===== config.mk =====
export PLATFORM = sky130hd
export DESIGN_NAME = baud_strobe_gen
export DESIGN_NICKNAME = d
export VERILOG_FILES = /design/src/rtl/baud_pkg.sv /design/src/rtl/baud_prescaler.sv /design/src/rtl/baud_divider.sv /design/src/rtl/baud_oversampler.sv /design/src/rtl/baud_strobe_gen.sv
export SDC_FILE = /design/constraint.sdc
export NUM_CORES = 1
export LEC_CHECK = 0
export BUFFER_PORTS_ARGS = -buffer_cell sky130_fd_sc_hd__buf_2
export CAP_MARGIN = 5
export CORE_MARGIN = 2
export CORE_UTILIZATION = 55
export CTS_CLUSTER_DIAMETER = 40
export DETAILED_ROUTE_END_ITERATION = 10
export GPL_ROUTABILITY_DRIVEN = 0
export HOLD_SLACK_MARGIN = 0.06
export PLACE_DENSITY = 0.78
export SETUP_SLACK_MARGIN = 0.02
export SYNTH_ARGS = -nofsm -noshare
export SYNTH_HDL_FRONTEND = slang
export SYNTH_SLANG_ARGS = --single-unit

===== constraint.sdc =====
create_clock -name clk -period 6.55 [get_ports clk]
set_clock_uncertainty 0.05 [all_clocks]
set_input_delay 1.31 -clock clk [delete_from_list [all_inputs] [get_ports clk]]
set_output_delay 1.31 -clock clk [all_outputs]
set_load 0.02 [all_outputs]

===== src/rtl/baud_pkg.sv =====
package baud_pkg;
  typedef enum logic {
    MODE_ASYNC = 1'b0,
    MODE_SYNC  = 1'b1
  } serial_mode_e;

  // width of a counter that spans the largest power-of-four prescale
  function automatic int pre_width(input int sel_w);
    return 2 * ((1 << sel_w) - 1);
  endfunction
endpackage


===== src/rtl/baud_prescaler.sv =====
module baud_prescaler #(
  parameter int SEL_W = 2,
  localparam int CNT_W = baud_pkg::pre_width(SEL_W),
  localparam int NSEL  = 1 << SEL_W
) (
  input  logic             clk,
  input  logic             clr,
  input  logic [SEL_W-1:0] sel,
  output logic             step
);
  logic [CNT_W-1:0] cnt;
  logic [CNT_W-1:0] last_tab [NSEL];

  // terminal count for each select value: 4^i - 1
  for (genvar i = 0; i < NSEL; i++) begin : g_last
    assign last_tab[i] = CNT_W'((1 << (2 * i)) - 1);
  end

  assign step = (cnt == last_tab[sel]);

  always_ff @(posedge clk) begin
    if (clr)       cnt <= '0;
    else if (step) cnt <= '0;
    else           cnt <= cnt + 1'b1;
  end
endmodule


===== src/rtl/baud_divider.sv =====
module baud_divider #(
  parameter int DIV_W = 8
) (
  input  logic             clk,
  input  logic             clr,
  input  logic             step,
  input  logic [DIV_W-1:0] reload,
  output logic             tick
);
  logic [DIV_W-1:0] cnt;
  logic             half;
  logic             wrap;

  assign wrap = step && (cnt == reload);
  // tick on every second wrap: period 2 * (N+1) steps
  assign tick = wrap && half;

  always_ff @(posedge clk) begin
    if (clr) begin
      cnt  <= '0;
      half <= 1'b0;
    end else if (step) begin
      if (wrap) begin
        cnt  <= '0;
        half <= ~half;
      end else begin
        cnt <= cnt + 1'b1;
      end
    end
  end
endmodule


===== src/rtl/baud_oversampler.sv =====
module baud_oversampler #(
  parameter int OS_NORMAL = 16,
  parameter int OS_EXT    = 8,
  localparam int OS_W     = $clog2(OS_NORMAL)
) (
  input  logic clk,
  input  logic clr,
  input  logic tick,
  input  logic ext_mode,
  input  logic sync_mode,
  output logic os_tick,
  output logic bit_strobe,
  output logic sclk_out
);
  import baud_pkg::*;

  logic [OS_W-1:0] cnt;
  logic [OS_W-1:0] last;
  logic            bit_hit;
  serial_mode_e    mode;

  assign mode    = serial_mode_e'(sync_mode);
  assign last    = ext_mode ? OS_W'(OS_EXT - 1) : OS_W'(OS_NORMAL - 1);
  assign bit_hit = tick && (cnt == last);

  always_ff @(posedge clk) begin
    if (clr)          cnt <= '0;
    else if (bit_hit) cnt <= '0;
    else if (tick)    cnt <= cnt + 1'b1;
  end

  always_ff @(posedge clk) begin
    if (clr) begin
      os_tick    <= 1'b0;
      bit_strobe <= 1'b0;
      sclk_out   <= 1'b0;
    end else begin
      os_tick    <= tick;
      bit_strobe <= bit_hit && (mode == MODE_ASYNC);
      if (mode == MODE_ASYNC) sclk_out <= 1'b0;
      else if (tick)          sclk_out <= ~sclk_out;
    end
  end
endmodule


===== src/rtl/baud_strobe_gen.sv =====
module baud_strobe_gen #(
  parameter int DIV_W     = 8,
  parameter int SEL_W     = 2,
  parameter int OS_NORMAL = 16,
  parameter int OS_EXT    = 8
) (
  input  logic             clk,
  input  logic             rst,
  input  logic             en,
  input  logic             div_we,
  input  logic [DIV_W-1:0] div_wdata,
  output logic [DIV_W-1:0] div_q,
  input  logic [SEL_W-1:0] clk_sel,
  input  logic             sync_mode,
  input  logic             ext_mode,
  output logic             os_tick,
  output logic             bit_strobe,
  output logic             sclk_out
);
  logic [SEL_W-1:0] sel_q;
  logic             sync_q;
  logic             ext_q;
  logic             run_q;
  logic             cfg_change;
  logic             clr;
  logic             pre_step;
  logic             div_tick;

  always_ff @(posedge clk) begin
    if (rst)         div_q <= '1;
    else if (div_we) div_q <= div_wdata;
  end

  // previous configuration, used to spot a change
  always_ff @(posedge clk) begin
    sel_q  <= clk_sel;
    sync_q <= sync_mode;
    ext_q  <= ext_mode;
    run_q  <= rst ? 1'b0 : en;
  end

  assign cfg_change = (clk_sel != sel_q) || (sync_mode != sync_q) || (ext_mode != ext_q);
  assign clr        = rst || !en || !run_q || div_we || cfg_change;

  baud_prescaler #(.SEL_W(SEL_W)) u_pre (
    .clk  (clk),
    .clr  (clr),
    .sel  (clk_sel),
    .step (pre_step)
  );

  baud_divider #(.DIV_W(DIV_W)) u_div (
    .clk    (clk),
    .clr    (clr),
    .step   (pre_step),
    .reload (div_q),
    .tick   (div_tick)
  );

  baud_oversampler #(.OS_NORMAL(OS_NORMAL), .OS_EXT(OS_EXT)) u_os (
    .clk        (clk),
    .clr        (clr),
    .tick       (div_tick),
    .ext_mode   (ext_mode),
    .sync_mode  (sync_mode),
    .os_tick    (os_tick),
    .bit_strobe (bit_strobe),
    .sclk_out   (sclk_out)
  );
endmodule


==> metrics <==
post-CTS setup repair buffer count 0; worst slew slack as a fraction of its limit 53.5%; Worst path top cell family by delay simple AND/OR/NAND/NOR gates; Tightest Hold Check Type reg -> reg; proportion of synthesized chip area in sequential cells 43.4%; Synthesis Warnings 0; setup_tns 0 ns; latest clock arrival within the worst-skew pair 0.34 ns; total DRC errors in the routed layout 0; required time at the endpoint of the critical path 6.75 ns; post-detailed-route wirelength per cell 13.9 microns; peak fanout along the critical path 19; Worst Setup Start Kind input port; Final Cell Area 0.00184 sq mm; number of buffer and inverter stages on the critical path 1; total routed wirelength 3.22 mm; final worst-path setup slack 3.68 ns; DP Cell Count 223; clock net sink count 35; number of buffers inserted by hold repair at cts 0; critical path capture point type flip-flop; aggregate global-route resource usage 21.4%; top-count cell post-synth sky130_fd_sc_hd__dfxtp_1; part of the cycle the worst path needs 43.9%; pre-CTS WS 3.29 ns; standard-cell rows 19; Final min period 2.87 ns; synthesized instance count 169; die height 58.2 microns; final layout net count 218; standard cell with the maximum stage delay on the critical path sky130_fd_sc_hd__nand4_1; global-route wire length before repair 5.50 mm; number of enable flip-flop cells after synthesis 0; most frequent cells after synthesis sky130_fd_sc_hd__dfxtp_1, sky130_fd_sc_hd__a21oi_1, sky130_fd_sc_hd__nor2_1, sky130_fd_sc_hd__xor2_1, sky130_fd_sc_hd__nor2b_1; Synth Register Bits 35; detailed router's first-iteration violation count 48; overall power 0.387 mW; CTS clock-pin slew for the worst setup and hold paths 0.11 ns; max frequency 0.348 GHz; cell types with the largest area share after synthesis sky130_fd_sc_hd__dfxtp_1, sky130_fd_sc_hd__xor2_1, sky130_fd_sc_hd__a21oi_1; power per unit of standard cell area 210 mW/mm^2; total number of H-tree levels 2; Net Count, Synth 188; per-instance average area after synthesis 9.56 sq um; max-capacitance violation count 0; proportion of register bits with asynchronous set or reset after synthesis 0%; Pins Over Slew Limit 0; total inserted antenna cells 0; sum of overflow across all layers after global routing 0; total CTS buffers 5; pin slew with the least headroom to its limit 0.695 ns; dominant register cell in the synthesized netlist sky130_fd_sc_hd__dfxtp_1; Clock Root Buffer sky130_fd_sc_hd__clkbuf_4; library cell occupying the most area in the post-synthesis netlist sky130_fd_sc_hd__dfxtp_1; data arrival time of the critical path 3.07 ns; fraction of layout instances using a drive strength above 1 20.0%; floorplan die width 58.2 microns; maximum number of pins on one net before global-route repair 20; Peak supply drop 164 uV; count of cell types in the netlist 36; cell-by-cell trace of the critical path buf_2, nor2b_1, and4b_1, nand4_1, or3_1, o32ai_1; highest cell delay on the worst timing path 0.56 ns; number of antenna-violating nets in the routed design 0; unrepaired setup endpoints after global routing false; final std cells w/o fill 231; setup slack, reg-to-reg 4.34 ns; placed instance area 0.00177 sq mm; DR pass1 iterations 4; count of final setup violators 0; die area 0.00339 sq mm; result of the run complete, no violations; number of resized instances in the post-cts repair step 0; Max clock buf depth 2; final hold vios 0; io pins 27; number of global-route vias before repair 1235; CTS tree built; via-per-instance ratio 5.89; number of antenna violations at the first check in global routing 0; Placeable Area 0.00278 sq mm; area of the mapped netlist 0.00162 sq mm; total via count after detailed routing 1360; port buffer count 26; DP HPWL 2.39 mm; leak pwr 0.661 nW; top-area cell type share of the netlist area 43.4%; Worst Path Class, Setup in -> reg; initial cell density of the core 58.1%; area added between synthesis and finish 14.0%
-- where the power goes --
part / leakage, nW / switching, mW / internal [mW]
registers: 0.286 / 0.00374 / 0.218
logic: 0.336 / 0.0183 / 0.0141
clock network: 0.0386 / 0.0703 / 0.0632
total: 0.661 / 0.0923 / 0.295
-- logic make-up after synthesis --
group                    share of synthesized area [%]
flip-flops                                        43.4
adder cells (fa/ha/maj)                           2.32
AND/OR/NAND/NOR                                   24.3
XOR/XNOR                                          10.3
buffers and inverters                             2.09
AO/OA/AOI/OAI                                     17.6
-- worst paths after layout --
kind,cells after the start,startpoint,endpoint
max,6,rst,u_div.cnt[3]
max reg2reg,5,u_div.cnt[3],u_os.cnt[3]
min reg2reg,2,u_div.cnt[7],u_div.cnt[7]
min,2,u_div.cnt[7],u_div.cnt[7]
-- layout by cell type, fill, tap and decap left out, drive strengths merged, types with 2 or more instances in the layout --
cell type,Yosys,layout
a211o,8,8
a21oi,16,16
buf,0,26
clkbuf,3,8
dfxtp,35,35
ha,3,3
inv,6,6
nand2,8,8
nand3,9,9
nand4,4,4
nand4b,4,4
nor2,12,12
nor2b,10,10
nor4,2,2
o2111ai,2,2
o21ai,7,7
o32ai,2,2
or3,3,3
or4,3,3
xnor2,7,7
xor2,12,12
-- per-stage QoR --
step                      util [%]  hold slack [ns]
after floorplan                  -            0.398
after detailed placement      63.7            0.440
final                         66.2            0.460
after global routing          66.2            0.488
after global placement        63.7            0.409
after CTS                     66.2            0.460
-- area by class of cell --
cell class              count  area (sq um)
flip-flops and latches     35           701
fillers                   223           940
multi-input cells         125           881
inverters                   6          22.5
well taps                  31          38.8
repair buffers             26           130
clock buffers               8          68.8
-- sequential cells by signal (all words and copies together) (netlist names) --
register / count
u_pre.cnt: 6
u_os.sclk_out: 1
sync_q: 1
run_q: 1
sel_q: 2
u_os.os_tick: 1
u_div.half: 1
u_os.cnt: 4
div_q: 8
u_div.cnt: 8
u_os.bit_strobe: 1
ext_q: 1
-- routing by layer --
metal | GRT usage, % | wire length, microns | vias to the layer above
li1 | - | - | 669
met1 | 27.7 | 1490 | 637
met2 | 33.0 | 1470 | 50
met3 | 6.92 | 213 | 4
met4 | 8.64 | 39 | 0
met5 | 0 | 0 | -
-- worst min-delay path: stages (launching register included) --
cell and delay, ns:
sky130_fd_sc_hd__dfxtp_1 0.34, sky130_fd_sc_hd__o21ai_0 0.07, sky130_fd_sc_hd__a21oi_1 0.06
Note: power is estimated with default switching activity, not from simulation.
